`config.mk`:
```
export PLATFORM = sky130hd
export DESIGN_NAME = bus_wait_arb
export DESIGN_NICKNAME = d
export VERILOG_FILES = /design/src/rtl/sbc_pkg.sv /design/src/rtl/sbc_clkdiv.sv /design/src/rtl/sbc_refresh.sv /design/src/rtl/sbc_cycle.sv /design/src/rtl/sbc_arbiter.sv /design/src/rtl/bus_wait_arb.sv
export SDC_FILE = /design/constraint.sdc
export NUM_CORES = 1
export LEC_CHECK = 0
export ABC_AREA = 1
export BUFFER_PORTS_ARGS = -buffer_cell sky130_fd_sc_hd__clkbuf_2
export CAP_MARGIN = 20
export CORE_MARGIN = 5
export CORE_UTILIZATION = 46
export CTS_BUF_LIST = sky130_fd_sc_hd__clkbuf_2 sky130_fd_sc_hd__clkbuf_4 sky130_fd_sc_hd__clkbuf_8
export CTS_CLUSTER_DIAMETER = 30
export DETAILED_ROUTE_END_ITERATION = 16
export GPL_ROUTABILITY_DRIVEN = 0
export PLACE_DENSITY = 0.78
export SLEW_MARGIN = 20
export SYNTH_ARGS = -nofsm -noshare
export SYNTH_HDL_FRONTEND = slang
export SYNTH_SLANG_ARGS = --single-unit
export TNS_END_PERCENT = 50
```
`constraint.sdc`:
```
create_clock -name clk -period 1.44 [get_ports clk]
set_clock_uncertainty 0.2 [all_clocks]
set_input_delay 0.432 -clock clk [delete_from_list [all_inputs] [get_ports clk]]
set_output_delay 0.432 -clock clk [all_outputs]
set_load 0.03 [all_outputs]
```
`src/rtl/sbc_pkg.sv`:
```
package sbc_pkg;

  localparam int AW = 23;               // word address, byte bits 23:1
  localparam logic [2:0] FC_IACK = 3'b111;

  typedef enum logic [2:0] {
    RG_ROM,
    RG_RAM,
    RG_SND,
    RG_VID,
    RG_MISC
  } region_t;

  // word-address decode of the main map
  function automatic region_t map_decode(input logic [AW-1:0] wa);
    region_t r;
    if (wa[22:21] == 2'b00)            r = RG_ROM;
    else if (wa[22:15] == 8'hFF)       r = RG_RAM;
    else if (wa[22:15] == 8'hA0)       r = RG_SND;
    else if (wa == 23'h600000)         r = RG_VID;
    else                               r = RG_MISC;
    return r;
  endfunction

endpackage

```
`src/rtl/sbc_clkdiv.sv`:
```
module sbc_clkdiv #(
  parameter int CLK_DIV = 7
) (
  input  logic clk,
  input  logic rst,
  output logic ce
);
  localparam int DW = (CLK_DIV > 1) ? $clog2(CLK_DIV) : 1;

  logic [DW-1:0] cnt;

  always_ff @(posedge clk) begin
    if (rst) begin
      cnt <= '0;
      ce  <= 1'b0;
    end else begin
      if (cnt == DW'(CLK_DIV - 1)) cnt <= '0;
      else                         cnt <= cnt + 1'b1;
      ce <= (cnt == DW'(CLK_DIV - 1));
    end
  end

  generate
    if (CLK_DIV > 1) begin : g_chk

      ce_single_chk: assert property (@(posedge clk) disable iff (rst)
        ce |=> !ce);
    end
  endgenerate

endmodule

```
`src/rtl/sbc_refresh.sv`:
```
module sbc_refresh #(
  parameter int REFRESH_PERIOD = 64
) (
  input  logic clk,
  input  logic rst,
  input  logic take,
  output logic pend
);
  localparam int PW = $clog2(REFRESH_PERIOD);

  logic [PW-1:0] tick;

  always_ff @(posedge clk) begin
    if (rst) begin
      tick <= '0;
      pend <= 1'b0;
    end else begin
      if (tick == PW'(REFRESH_PERIOD - 1)) begin
        tick <= '0;
        pend <= 1'b1;
      end else begin
        tick <= tick + 1'b1;
        if (take) pend <= 1'b0;
      end
    end
  end

endmodule

```
`src/rtl/sbc_cycle.sv`:
```
module sbc_cycle
  import sbc_pkg::*;
#(
  parameter int REFRESH_LEN = 3,
  parameter int SND_WAIT    = 2
) (
  input  logic          clk,
  input  logic          rst,
  input  logic          as_n,
  input  logic          rw,
  input  logic [AW-1:0] addr,
  input  logic [2:0]    fc,
  input  logic          bus_held,
  input  logic          fifo_full,
  input  logic          prefetch_rdy,
  input  logic          refresh_pend,
  output logic          refresh_take,
  output logic          dtack_n,
  output logic          vpa_n
);
  localparam int MAXW = (REFRESH_LEN > SND_WAIT) ? REFRESH_LEN : SND_WAIT;
  localparam int CW   = $clog2(MAXW + 2);

  typedef enum logic [2:0] {C_IDLE, C_WAIT, C_VWR, C_VRD, C_HOLD} cstate_t;

  cstate_t       state;
  logic [CW-1:0] wcnt;
  region_t       rg;
  logic          start;
  logic          is_mem;

  assign rg           = map_decode(addr);
  assign start        = (state == C_IDLE) && !as_n && !bus_held;
  assign is_mem       = (rg == RG_ROM) || (rg == RG_RAM);
  assign refresh_take = start && (fc != FC_IACK) && is_mem && refresh_pend;

  always_ff @(posedge clk) begin
    if (rst) begin
      state   <= C_IDLE;
      wcnt    <= '0;
      dtack_n <= 1'b1;
      vpa_n   <= 1'b1;
    end else begin
      case (state)
        C_IDLE: begin
          if (start) begin
            if (fc == FC_IACK) begin
              vpa_n <= 1'b0;
              state <= C_HOLD;
            end else begin
              unique case (rg)
                RG_ROM, RG_RAM: begin
                  if (refresh_pend && (REFRESH_LEN > 0)) begin
                    wcnt  <= CW'(REFRESH_LEN - 1);
                    state <= C_WAIT;
                  end else begin
                    dtack_n <= 1'b0;
                    state   <= C_HOLD;
                  end
                end
                RG_SND: begin
                  if (SND_WAIT > 0) begin
                    wcnt  <= CW'(SND_WAIT - 1);
                    state <= C_WAIT;
                  end else begin
                    dtack_n <= 1'b0;
                    state   <= C_HOLD;
                  end
                end
                RG_VID: begin
                  if (rw) begin
                    if (prefetch_rdy) begin
                      dtack_n <= 1'b0;
                      state   <= C_HOLD;
                    end else begin
                      state <= C_VRD;
                    end
                  end else begin
                    if (!fifo_full) begin
                      dtack_n <= 1'b0;
                      state   <= C_HOLD;
                    end else begin
                      state <= C_VWR;
                    end
                  end
                end
                default: begin
                  dtack_n <= 1'b0;
                  state   <= C_HOLD;
                end
              endcase
            end
          end
        end
        C_WAIT: begin
          if (as_n) begin
            state <= C_IDLE;
          end else if (wcnt == '0) begin
            dtack_n <= 1'b0;
            state   <= C_HOLD;
          end else begin
            wcnt <= wcnt - 1'b1;
          end
        end
        C_VWR: begin
          if (as_n) begin
            state <= C_IDLE;
          end else if (!fifo_full) begin
            dtack_n <= 1'b0;
            state   <= C_HOLD;
          end
        end
        C_VRD: begin
          if (as_n) begin
            state <= C_IDLE;
          end else if (prefetch_rdy) begin
            dtack_n <= 1'b0;
            state   <= C_HOLD;
          end
        end
        C_HOLD: begin
          if (as_n) begin
            dtack_n <= 1'b1;
            vpa_n   <= 1'b1;
            state   <= C_IDLE;
          end
        end
        default: state <= C_IDLE;
      endcase
    end
  end


  vpa_dtack_excl_chk: assert property (@(posedge clk) disable iff (rst)
    !vpa_n |-> dtack_n);


  vpa_only_iack_chk: assert property (@(posedge clk) disable iff (rst)
    (!vpa_n && !as_n) |-> (fc == FC_IACK));


  dtack_not_iack_chk: assert property (@(posedge clk) disable iff (rst)
    (!dtack_n && !as_n) |-> (fc != FC_IACK));


  strobe_release_chk: assert property (@(posedge clk) disable iff (rst)
    (as_n && $past(as_n)) |-> (dtack_n && vpa_n));


  vid_wr_full_chk: assert property (@(posedge clk) disable iff (rst)
    ($fell(dtack_n) && !rw && (rg == RG_VID)) |-> !$past(fifo_full));

endmodule

```
`src/rtl/sbc_arbiter.sv`:
```
module sbc_arbiter #(
  parameter int          SND_AW       = 16,
  parameter logic [15:0] SND_FAR_BASE = 16'h7F00
) (
  input  logic              clk,
  input  logic              rst,
  input  logic              as_n,
  input  logic              bg_n,
  input  logic              dma_start,
  input  logic              dma_done,
  input  logic              snd_req,
  input  logic [SND_AW-1:0] snd_addr,
  output logic              br_n,
  output logic              bgack_n,
  output logic              dma_grant,
  output logic              snd_ack
);
  typedef enum logic [1:0] {AR_IDLE, AR_REQ, AR_OWN} astate_t;

  astate_t state;
  logic    own_dma;
  logic    dma_pend;
  logic    snd_far;

  assign snd_far = (snd_addr >= SND_AW'(SND_FAR_BASE));

  always_ff @(posedge clk) begin
    if (rst) begin
      state     <= AR_IDLE;
      own_dma   <= 1'b0;
      dma_pend  <= 1'b0;
      br_n      <= 1'b1;
      bgack_n   <= 1'b1;
      dma_grant <= 1'b0;
      snd_ack   <= 1'b0;
    end else begin
      snd_ack <= 1'b0;
      if (dma_start && (state != AR_IDLE)) dma_pend <= 1'b1;
      case (state)
        AR_IDLE: begin
          if (dma_start || dma_pend) begin
            dma_pend <= 1'b0;
            own_dma  <= 1'b1;
            br_n     <= 1'b0;
            state    <= AR_REQ;
          end else if (snd_req && snd_far && !snd_ack) begin
            own_dma <= 1'b0;
            br_n    <= 1'b0;
            state   <= AR_REQ;
          end else if (snd_req && !snd_far && !snd_ack) begin
            snd_ack <= 1'b1;
          end
        end
        AR_REQ: begin
          if (!bg_n && as_n) begin
            bgack_n   <= 1'b0;
            br_n      <= 1'b1;
            dma_grant <= own_dma;
            state     <= AR_OWN;
          end
        end
        AR_OWN: begin
          if (own_dma) begin
            if (dma_done) begin
              bgack_n   <= 1'b1;
              dma_grant <= 1'b0;
              state     <= AR_IDLE;
            end
          end else begin
            snd_ack <= 1'b1;
            bgack_n <= 1'b1;
            state   <= AR_IDLE;
          end
        end
        default: state <= AR_IDLE;
      endcase
    end
  end


  dma_br_chk: assert property (@(posedge clk) disable iff (rst)
    ($past(dma_start) && $past(state == AR_IDLE)) |-> !br_n);


  br_release_chk: assert property (@(posedge clk) disable iff (rst)
    !bgack_n |-> br_n);


  grant_seen_chk: assert property (@(posedge clk) disable iff (rst)
    $fell(bgack_n) |-> ($past(!bg_n) && $past(as_n)));


  owner_excl_chk: assert property (@(posedge clk) disable iff (rst)
    !(dma_grant && snd_ack));


  snd_far_owned_chk: assert property (@(posedge clk) disable iff (rst)
    (snd_ack && snd_far) |-> $past(!bgack_n));

endmodule

```
`src/rtl/bus_wait_arb.sv`:
```
module bus_wait_arb
  import sbc_pkg::*;
#(
  parameter int CLK_DIV        = 7,
  parameter int REFRESH_PERIOD = 64,
  parameter int REFRESH_LEN    = 3,
  parameter int SND_WAIT       = 2,
  parameter int SND_AW         = 16
) (
  input  logic              clk,
  input  logic              rst,
  output logic              cpu_ce,
  input  logic              as_n,
  input  logic              rw,
  input  logic [AW-1:0]     addr,
  input  logic [2:0]        fc,
  output logic              dtack_n,
  output logic              vpa_n,
  output logic              br_n,
  input  logic              bg_n,
  output logic              bgack_n,
  input  logic              vid_fifo_full,
  input  logic              vid_prefetch_rdy,
  input  logic              dma_start,
  input  logic              dma_done,
  output logic              dma_grant,
  input  logic              snd_req,
  input  logic [SND_AW-1:0] snd_addr,
  output logic              snd_ack
);
  logic ref_pend;
  logic ref_take;

  sbc_clkdiv #(.CLK_DIV(CLK_DIV)) u_div (
    .clk (clk),
    .rst (rst),
    .ce  (cpu_ce)
  );

  sbc_refresh #(.REFRESH_PERIOD(REFRESH_PERIOD)) u_ref (
    .clk  (clk),
    .rst  (rst),
    .take (ref_take),
    .pend (ref_pend)
  );

  sbc_cycle #(.REFRESH_LEN(REFRESH_LEN), .SND_WAIT(SND_WAIT)) u_cyc (
    .clk          (clk),
    .rst          (rst),
    .as_n         (as_n),
    .rw           (rw),
    .addr         (addr),
    .fc           (fc),
    .bus_held     (!bgack_n),
    .fifo_full    (vid_fifo_full),
    .prefetch_rdy (vid_prefetch_rdy),
    .refresh_pend (ref_pend),
    .refresh_take (ref_take),
    .dtack_n      (dtack_n),
    .vpa_n        (vpa_n)
  );

  sbc_arbiter #(.SND_AW(SND_AW)) u_arb (
    .clk       (clk),
    .rst       (rst),
    .as_n      (as_n),
    .bg_n      (bg_n),
    .dma_start (dma_start),
    .dma_done  (dma_done),
    .snd_req   (snd_req),
    .snd_addr  (snd_addr),
    .br_n      (br_n),
    .bgack_n   (bgack_n),
    .dma_grant (dma_grant),
    .snd_ack   (snd_ack)
  );

endmodule

```
Word level (Yosys, flattened, before mapping) --
Cells that the tools add are included.
Cells by class: equal/unequal tests 37, multiplexer cells 71, $lt $le $gt $ge 1, reduce and logical (&&, ||, !) cells 42, add/sub/neg operators 3
Operator list (number):
- $mux 3 | 22
- $mux 1 | 32
- $eq 23x23->1 const B | 1
- $ne 3x3->1 const B | 7
- $ne 2x2->1 const B | 9
- $eq 8x8->1 const B | 2
- $ge 16x15->1 const B | 1
- $pmux 3 s5 | 1
- $reduce_bool 2->1 | 7
- $eq 3x2->1 const B | 4
- $pmux 3 s2 | 2
- $logic_and 1x1->1 | 11
- $mux 2 | 5
- $pmux 1 s2 | 5
- $reduce_and 10->1 | 1
- $eq 3x3->1 const B | 3
- $logic_not 3->1 | 3
- $pmux 3 s3 | 1
- $reduce_and 3->1 | 3
- $ne 2x1->1 const B | 4
- $reduce_and 4->1 | 2
- $reduce_and 7->1 | 1
- $add 6x1->6 const B | 1
- $eq 3x1->1 const B | 2
- other kinds (17) | 24
Storage, ports and cells: logic and storage cells 169, output and inout port bits 7, bits in registers 27

Logic depth before layout (Yosys ltp) --
Gate-level depths: netlist of run 1.
word-level depth 11, mapped depth 12, gate-level depth less buffers 12

By module --
A second synthesis of run 1 with hierarchy kept.
Unflattened totals: cell total of the unflattened synthesis 300, area total of the unflattened synthesis 1808.0 µm²
Modules (own cells, without submodules):
- sbc_cycle | times used 1, cells each 179, sequential area each 160.2 µm², area an instance 948.4 µm²
- sbc_arbiter | times used 1, cells each 65, sequential area each 160.2 µm², area an instance 406.6 µm²
- sbc_refresh | times used 1, cells each 36, sequential area each 140.1 µm², area an instance 290.3 µm²
- sbc_clkdiv | times used 1, cells each 19, sequential area each 80.1 µm², area an instance 158.9 µm²
- bus_wait_arb | times used 1, cells each 1, sequential area each 0.0 µm², area an instance 3.8 µm²

Least setup slack after synthesis of run 1 --
OpenSTA, ideal clock, no wires.
path type input to register, start point input port addr[18], end point register u_cyc.wcnt[2], path slack -0.088 ns, arrival 1.195 ns, required time 1.108 ns, buffers on the path 0, library setup time 0.132 ns, cell stages on the path 10, cells stage by stage nor2_1 -> nand2_1 -> nor2_1 -> inv_1 -> nand2_1 -> inv_1 -> nand2_1 -> nand2_1 -> nand2_1 -> a21oi_1
On the way: word-level cells in the longest chain between the ends 11
Ends and longest elaborated chain:
- from (decl) | line bus_wait_arb.sv:15 | input logic [AW-1:0] addr,
- $eq 23x23->1 | line sbc_pkg.sv:20 | else if (wa == 23'h600000) r = RG_VID;
- $mux 3 | line sbc_pkg.sv:20
- $mux 3 | line sbc_pkg.sv:19 | else if (wa[22:15] == 8'hA0) r = RG_SND;
- $mux 3 * | line sbc_pkg.sv:18 | else if (wa[22:15] == 8'hFF) r = RG_RAM;
- $mux 3 * | line sbc_pkg.sv:17 | if (wa[22:21] == 2'b00) r = RG_ROM;
- $eq 3x1->1 / $logic_not 3->1 (equally long branches) | line sbc_cycle.sv:51 | unique case (rg)
- $reduce_or 2->1 | line sbc_cycle.sv:51
- $pmux 3 s2 | line sbc_cycle.sv:51
- $mux 3 | line sbc_cycle.sv:47 | if (fc == FC_IACK) begin
- $mux 3 | line sbc_cycle.sv:46 | if (start) begin
- $pmux 3 s2 | line sbc_cycle.sv:44 | case (state)
- to (signal assigned) | line sbc_cycle.sv:54 | wcnt <= CW'(REFRESH_LEN - 1);
- to (signal assigned) | line sbc_cycle.sv:63 | wcnt <= CW'(SND_WAIT - 1);
- to (signal assigned) | line sbc_cycle.sv:102 | wcnt <= wcnt - 1'b1;
- to (decl) | line sbc_cycle.sv:27 | logic [CW-1:0] wcnt;
Every way passes the cells marked *; elsewhere a longest branch is shown, timed or not. The select of a mux whose other input is x is not followed. A chain may end at the register's enable or synchronous reset.

Worst setup path in the final report of run 1 --
start point register u_cyc.wcnt[0], end point register u_cyc.wcnt[0]
On the way: word-level cells in the longest chain between the ends 4
Ends and longest elaborated chain:
- $sub 3x1->3 | line sbc_cycle.sv:102
- $mux 3 | line sbc_cycle.sv:98 | end else if (wcnt == '0) begin
- $mux 3 | line sbc_cycle.sv:96 | if (as_n) begin
- $pmux 3 s2 | line sbc_cycle.sv:44
Parallel ways exist; a longest one is shown, timed or not. The select of a mux whose other input is x is not followed.

==> results of run 1 <==
## Yosys cell counts
library cell	instances	area (sq um)
nand3_1	16	80.1
o41ai_1	1	8.76
nand3_2	1	10.0
o21ai_1	1	5.00
inv_2	4	15.0
nor2_1	51	191
xnor2_1	3	26.3
clkbuf_1	1	3.75
xor2_1	1	8.76
a32o_1	1	10.0
o211ai_1	2	15.0
o21ai_2	1	8.76
nand3_4	1	17.5
and3_1	1	6.26
a21oi_2	1	8.76
dfxtp_1	27	541
o21bai_1	1	7.51
buf_4	1	7.51
nand4_1	6	37.5
nand2_2	2	12.5
nand2b_1	1	6.26
inv_1	32	120
ha_1	5	62.6
a31oi_1	1	6.26
nor2_4	1	11.3
nor3_1	9	45.0
o22ai_1	1	6.26
nand2_1	57	214
nor2_2	1	6.26
a21oi_1	15	75.1
o21ai_0	11	55.1
## repair_timing
| item | in CTS | in global routing |
|---|---|---|
| buffers inserted | 5 | 3 |
| pin swaps | 15 | 12 |
| cloned | 0 | 0 |
| setup endpoints to repair | 16 | 23 |
| gates resized for setup | 43 | 29 |
## per-stage QoR
stage | TNS, ns | utilization, % | instance area (sq um) | setup WS (ns)
floorplan | -0.147 | - | 1650 | -0.0400
global placement | -2.02 | 64.3 | 2180 | -0.250
detailed placement | -2.46 | 64.3 | 2180 | -0.300
CTS | -0.977 | 70.3 | 2380 | -0.122
global route | -1.98 | 73.3 | 2480 | -0.241
finish | -0.997 | 73.3 | 2480 | -0.173
## report_power, final
group	leakage [nW]	switching, mW	internal, mW	total, mW
logic	0.953	0.292	0.263	0.554
clock network	0.0183	0.233	0.113	0.346
registers	0.224	0.0393	0.794	0.833
## worst max-delay path, stage by stage (launching register included)
cell and delay, ns:
dfxtp_2 0.37, inv_2 0.05, ha_4 0.16, inv_4 0.05
nor2_4 0.03, nor2_4 0.10, inv_2 0.07, a21oi_4 0.22
nand2_2 0.12, nand2_2 0.10, a21oi_2 0.05
## kinds of logic after synthesis
group           share of synthesized area, %
compound gates                          12.7
xor+xnor                                2.15
fa+ha+maj                               3.84
buf+inv                                 8.99
flops                                   33.2
simple gates                            39.2
## layer usage
metal | part of all wire [%] | global-route usage, % | wire, microns
met1 | 38 | 17.7 | 1720
met2 | 55 | 34.7 | 2520
met3 | 4.6 | 4.49 | 210
met4 | 2.1 | 6.07 | 96
met5 | 0 | 0 | 0
## worst max path at each step
stage,slack [ns],end,start
floorplan,-0.04,u_cyc.wcnt[0],addr[22]
global route,-0.24,u_cyc.dtack_n,u_cyc.state[1]
finish,-0.17,u_cyc.wcnt[0],u_cyc.wcnt[0]
global placement,-0.25,u_cyc.wcnt[0],addr[22]
detailed placement,-0.30,u_cyc.wcnt[1],addr[22]
CTS,-0.12,u_cyc.wcnt[0],u_cyc.state[1]
## area by class of cell
| cell class | instances | area, sq um | area share [%] |
|---|---|---|---|
| clock buffer | 3 | 22.5 | 0.906 |
| clock inverter | 1 | 8.76 | 0.352 |
| inverter | 36 | 150 | 6.04 |
| multi-input combinational | 192 | 1060 | 42.8 |
| sequential | 27 | 564 | 22.7 |
| tap | 46 | 57.6 | 2.32 |
| timing repair buffer | 89 | 617 | 24.8 |
## registers in the layout (all words and copies together), names as in the netlist, 2 cells and up
signal and count:
u_ref.tick 6, u_cyc.state 3, u_cyc.wcnt 3, u_div.cnt 3, u_arb.state 2
## layout by cell type (no fill, tap or decap), types with 6 or more instances in the layout
cell type and instances:
dfxtp_2 10, dfxtp_1 14, nand3_1 12, nand2_2 7, a21oi_1 12, nand4_1 6, clkbuf_2 43, buf_4 38
o21ai_0 8, nor3_1 8, nor2_1 46, nand2_1 51, buf_8 7, inv_1 28
==> results.yml, run 1 <==
worst_setup_path:
  crit_arrival_ns: 1.65
  reg2reg_depth: 10
  rr_endpoint: "u_cyc.wcnt[0]"
  reg2reg_from: "u_cyc.wcnt[0]"
  ff2ff_setup_slack_ns: -0.17
  path_class: "flop to flop"
  critPathMaxFanout: 4
  cp-start-kind: "flop"
  end_kind: "flop"
  crit_required_ns: 1.48
synthesis:
  ys_ff_latch: 27
  ys_seq_area_share_pct: 33.2
  netlist_area_sq_um: 1630
  syn_area_per_cell_sq_um: 6.34
  synth_nets: 314
  yosysWarningCount: 0
  synth_cell_types: 31
  synthCells: 257
power:
  p_leak_nw: 1.20
  irDropWorstVdd_uv: 832
  power.density_nw_per_um2: 698
  p_total_mw: 1.73
worst_hold_path:
  worstHoldPathCells: 3
  min_from: "rst"
  min_to: "u_div.ce"
  min_path_type: "primary input to flop"
cells_and_area:
  area_growth_pct: 52.5
  antenna_cells: 0
  fin_cells: 394
  drive_above_1_share_pct: 41.4
  fin_nets: 406
  nFillCells: 270
floorplan:
  ios: 59
  initial_core_util_pct: 48.1
  dieHeight_microns: 69.5
  fp.coreArea_sq_um: 3390
  num_rows: 21
  die_w_microns: 69.5
  design.die.area_sq_um: 4830
timing:
  worst_pin_slew_ns: 0.343
  hold_violations: 0
  fin_crit_sh_pct: 112
  fin_hold_ws_ns: 0.211
  final_max_slew_viol_count: 0
  max_freq_mhz: 620
  grt_setup_unrepaired: "true"
  setup_viol: 13
  worst_slack_ns: -0.173
  slew_headroom_pct: 77.1
  finalCriticalPeriod_ns: 1.61
clock_tree:
  cts.path.max_buffers: 2
  h-tree-depth: 1
  clock_latency_ns: 0.33
  cts_made_buffers: 3
  clk_pin_slew_ns: 0.15
  clkSinkCount: 27
  root_buffer: "clkbuf_4"
  cts_tree: "done"
  hold_buffers: 0
detailed_routing:
  drtIter0Drc: 101
  route.detailed.drc: 0
  antenna_left: 0
  wl_per_cell_microns: 11.5
  first_pass_iters: 4
  wl_microns: 4550
  vias: 1966
  vias_per_cell: 4.99
global_route:
  grt_max_degree: 18
  grt_pass1_vias: 1885
  grt_pass1_wl_microns: 7320
  antenna_found_initial: 0
  track_usage_pct: 17.7
  gr-total-overflow: 0
placement:
  dp_cells: 382
  portBuffers: 50
  hpwlAfterDp_microns: 3310
status:
  status: "complete, but fails checks"
  violations: "negative setup slack"
job:
  maxCapViolCount: 0
(Power assumes the default switching activity.)
==> inputs of run 2 (changes only) <==
==> constraint.sdc (replaced) <==
create_clock -name clk -period 1.44 [get_ports clk]
set_clock_uncertainty 0.2 [all_clocks]
set_input_delay 0.144 -clock clk [delete_from_list [all_inputs] [get_ports clk]]
set_output_delay 0.144 -clock clk [all_outputs]
set_load 0.03 [all_outputs]
==> run 2 against run 1 <==
The run still ends with negative setup slack left. Worst setup slack gained 0.0045 ns. Routed wire length shrank 4.4%. Combinational power shrank 6.5%. Sequential share of layout area grew 0.89 points. Critical path type unchanged. Largest power group unchanged.
==> results.yml, run 2 (synthesis results as in run 1) <==
status:
  status: "complete, but fails checks"
  violations: "negative setup slack"
clock_tree:
  clkSinkCount: 27
  root_buffer: "clkbuf_4"
  cts_tree: "done"
  h-tree-depth: 1
  clock_latency_ns: 0.34
  cts.path.max_buffers: 2
  cts_made_buffers: 3
  clk_pin_slew_ns: 0.16
global_route:
  grt_max_degree: 18
  track_usage_pct: 17.5
  gr-total-overflow: 0
  antenna_found_initial: 0
  grt_pass1_wl_microns: 7160
  grt_pass1_vias: 1777
cells_and_area:
  drive_above_1_share_pct: 34.6
  final_cell_mix: "nand2_1, clkbuf_2, nor2_1"
  fin_nets: 402
  antenna_cells: 0
  area_growth_pct: 43.9
  largest-register: "u_ref.tick"
  largest_register_ffs: 6
  final_common_cell: "nand2_1"
detailed_routing:
  vias: 1887
  vias_per_cell: 4.84
  drtIter0Drc: 117
  first_pass_iters: 4
  wl_per_cell_microns: 11.1
  wl_microns: 4350
  route.detailed.drc: 0
  antenna_left: 0
worst_setup_path:
  path_class: "flop to flop"
  ff2ff_setup_slack_ns: -0.17
  end_kind: "flop"
  critPathMaxFanout: 6
  crit_arrival_ns: 1.68
  crit_required_ns: 1.52
  cp-start-kind: "flop"
floorplan:
  initial_core_util_pct: 48.1
  design.die.area_sq_um: 4830
  dieHeight_microns: 69.5
  num_rows: 21
  fp.coreArea_sq_um: 3390
  die_w_microns: 69.5
  ios: 59
timing:
  worst_pin_slew_ns: 0.425
  grt_setup_unrepaired: "true"
  worst_slack_ns: -0.169
  final_max_slew_viol_count: 0
  hold_violations: 0
  finalCriticalPeriod_ns: 1.61
  slew_headroom_pct: 71.6
  finalSetupTns_ns: -0.996
  fin_crit_sh_pct: 112
  max_freq_mhz: 622
  setup_viol: 9
power:
  p_sw_uw: 556
  p_leak_nw: 1.16
  internal_power_mw: 1.15
  p_seq_share_pct: 48.6
  power_frac_comb_pct: 30.4
  p_total_mw: 1.70
  pwr-share-clk_pct: 20.9
  irDropWorstVdd_uv: 1030
  power.density_nw_per_um2: 728
  switching_share_pct: 32.6
job:
  maxCapViolCount: 0
placement:
  portBuffers: 50
  hpwlAfterDp_microns: 3090
worst_hold_path:
  min_path_type: "primary input to flop"
-- run 2: worst paths after layout --
kind	from	to	depth (start not counted)
worst max-delay path	u_cyc.state[1]	u_cyc.wcnt[1]	7
worst min-delay path	vid_prefetch_rdy	u_cyc.state[1]	4
worst max register to register	u_cyc.state[1]	u_cyc.wcnt[1]	7
worst min register to register	u_ref.tick[0]	u_ref.tick[0]	1
-- run 2: power by group through the flow --
| stage | Sequential [mW] | Combinational [mW] | Clock (mW) |
|---|---|---|---|
| 3_3_place_gp | 0.841 | 0.421 | 0 |
| 6_report | 0.829 | 0.518 | 0.357 |
| 4_1_cts | 0.827 | 0.474 | 0.361 |
| 2_1_floorplan | 0.863 | 0.224 | 0 |
| 5_1_grt | 0.836 | 0.580 | 0.396 |
| 3_5_place_dp | 0.843 | 0.427 | 0 |
-- run 2: area by class of cell --
type | count | area (sq um)
fillers | 272 | 1050
multi-input cells | 192 | 1020
flip-flops and latches | 27 | 553
repair buffers | 85 | 542
inverters | 36 | 140
well taps | 46 | 57.6
clock buffers | 3 | 22.5
clock inverters | 1 | 8.76
-- run 2: layer usage --
layer	part of all wire, %	wire length (microns)	vias to the layer above	track usage (%)
li1	-	-	1004	-
met3	5.1	222	2	4.35
met2	53	2310	44	34.7
met4	0.48	21	0	1.30
met5	0	0	-	0
met1	41	1790	837	19.1
-- run 2: critical path, cell delays in order (launching register included) --
cell and delay (ns):
dfxtp_2 0.37, inv_4 0.09, nand2_4 0.06, nor2_4 0.19, nand3_2 0.16, a21oi_4 0.23, nand3_1 0.11, a21oi_1 0.14
-- run 2: stage by stage --
stage,setup WS [ns],cells,hold slack [ns],area (sq um),utilization (%)
2_1_floorplan,-0.0286,257,0.0212,1630,-
3_3_place_gp,-0.0931,372,0.232,2090,61.6
3_5_place_dp,-0.122,372,0.242,2090,61.6
4_1_cts,-0.0974,386,0.0405,2260,66.7
5_1_grt,-0.253,390,0.0845,2340,69.1
6_report,-0.169,390,0.0532,2340,69.1
-- run 2: repair_timing --
action / in CTS / in global routing
pin swaps: 9 / 10
gates resized for setup: 17 / 16
endpoints found under the setup margin: 9 / 16
hold buffers: 7 / 0
buffers inserted: 3 / 4
hold endpoints to repair: 17 / 0
==> inputs of run 3 (changes only) <==
- CORE_ASPECT_RATIO: default -> 0.6
==> run 3 against run 2 <==
The flow still finishes with violations (negative setup slack). Global-route usage rose by 0.098 points. Clock-buffer cell count is 1 higher. Via count grew 0.21%. Sequential power barely moved. Critical path type unchanged.
==> results.yml, run 3 (synthesis results as in run 1) <==
status:
  status: "complete, but fails checks"
  violations: "negative setup slack"
worst_setup_path:
  cp_top_family: "simple AND/OR/NAND/NOR gates"
  worst_path_most_repeated_cell: "nand2_4"
  end_kind: "flop"
  critPathMaxFanout: 6
  crit_buf_inv: 2
  reg2reg_depth: 10
  cp-start-kind: "flop"
  slowest_stage: "dfxtp_4"
  path_class: "flop to flop"
  cp.depth: 10
  crit_required_ns: 1.45
  path_cells: "inv_4 -> nand2_4 -> nor2_4 -> buf_6 -> nand2_4 -> nor2_2 -> nor2_1 -> nand2_1 -> nand2_2 -> a21oi_2"
  crit_arrival_ns: 1.62
  slowest_delay_ns: 0.38
placement:
  hpwlAfterDp_microns: 3420
  place_area_sq_um: 2080
  dp_cells: 370
  portBuffers: 50
cells_and_area:
  fin_nets: 393
  final_common_cell: "nand2_1"
  nFillCells: 280
  drive_above_1_share_pct: 33.7
  final_cell_mix: "nand2_1, clkbuf_2, nor2_1"
  largest-register: "u_ref.tick"
  fin_cells: 380
  final_area_sq_um: 2300
  largest_register_ffs: 6
  antenna_cells: 0
  area_growth_pct: 41.0
detailed_routing:
  wl_microns: 4550
  route.detailed.drc: 0
  drtIter0Drc: 110
  vias_per_cell: 4.98
  vias: 1891
  antenna_left: 0
  wl_per_cell_microns: 12.0
  first_pass_iters: 4
floorplan:
  initial_core_util_pct: 49.0
  ios: 59
  design.die.area_sq_um: 4870
  dieHeight_microns: 56.1
  die_w_microns: 86.8
  num_rows: 16
  fp.coreArea_sq_um: 3320
power:
  p_total_mw: 1.78
  p_leak_nw: 1.11
  power.density_nw_per_um2: 776
  irDropWorstVdd_uv: 423
job:
  maxCapViolCount: 0
timing:
  fin_crit_sh_pct: 112
  final_max_slew_viol_count: 0
  worst_slack_ns: -0.170
  max_freq_mhz: 621
  grt_setup_unrepaired: "true"
  setup_viol: 7
  slew_headroom_pct: 72.5
  hold_violations: 0
  finalCriticalPeriod_ns: 1.61
  worst_pin_slew_ns: 0.412
  fin_hold_ws_ns: 0.00679
clock_tree:
  h-tree-depth: 1
  clkSinkCount: 27
  clock_latency_ns: 0.27
  root_buffer: "clkbuf_8"
  cts.path.max_buffers: 2
  clk_pin_slew_ns: 0.09
  cts_made_buffers: 3
  cts_tree: "done"
global_route:
  grt_pass1_vias: 1643
  gr-usage-met3_pct: 4.14
  gr-total-overflow: 0
  met2_usage_pct: 28.2
  grt_busiest_layer: "met2"
  grt_pass1_wl_microns: 7050
  track_usage_pct: 17.6
  antenna_found_initial: 0
  grt.met1_usage_pct: 24.2
  grt_max_degree: 15
worst_hold_path:
  min_path_type: "primary input to flop"
  worstHoldPathCells: 5
run 3: cell count changes in the layout (fill, tap and decap cells not counted), sizes merged:
cell,delta
inv,-1
buf,-5
clkbuf,+1
dlygate4sd3,-4
run 3: metal layers:
metal	share of wire, %	routed length (microns)
met1	46	2090
met2	46	2080
met3	6.4	292
met4	2.0	89
met5	0	0
run 3: final timing paths:
path,from,to,slack (ns)
setup / recovery,u_cyc.state[0],u_cyc.state[2],-0.17
hold / removal,snd_req,u_arb.snd_ack,0.007
setup reg to reg,u_cyc.state[0],u_cyc.state[2],-0.17
hold reg to reg,u_ref.tick[0],u_ref.tick[0],0.25
run 3: final cells by class:
cell class                      instances  area [sq um]  share of cell area, %
Multi-Input combinational cell        192          1030                   44.7
Sequential cell                        27           553                   24.1
Tap cell                               45          56.3                   2.45
Clock buffer                            4          48.8                   2.12
Inverter                               36           140                   6.10
Timing Repair Buffer                   76           473                   20.6
run 3: where the power goes:
part	leakage (nW)	switching [mW]	internal [mW]	total (mW)
logic	0.862	0.286	0.220	0.507
registers	0.223	0.0377	0.791	0.829
clock network	0.0262	0.229	0.217	0.446
run 3: metrics by stage:
step / TNS, ns / utilization, % / worst slack, ns
finish: -0.721 / 69.1 / -0.170
global route: -1.54 / 69.1 / -0.246
global placement: -0.423 / 62.6 / -0.0911
detailed placement: -0.681 / 62.6 / -0.138
floorplan: -0.0858 / - / -0.0286
CTS: -0.499 / 66.7 / -0.0784
run 3: worst reg2reg max path, delay by kind of cell, from the launching register on:
| kind | cells | cell delay (ns) |
|---|---|---|
| DFF | 1 | 0.38 |
| AOI/OAI and AO/OA | 1 | 0.14 |
| and+or+nand+nor | 7 | 0.60 |
| buffers and inverters | 2 | 0.22 |
run 3: timing repair:
item / 4_1_cts / 5_1_grt
hold endpoints to repair: 3 / 0
gates resized for setup: 21 / 13
endpoints found under the setup margin: 8 / 10
hold buffers: 3 / 0
setup buffers: 0 / 3
pin swaps: 6 / 9
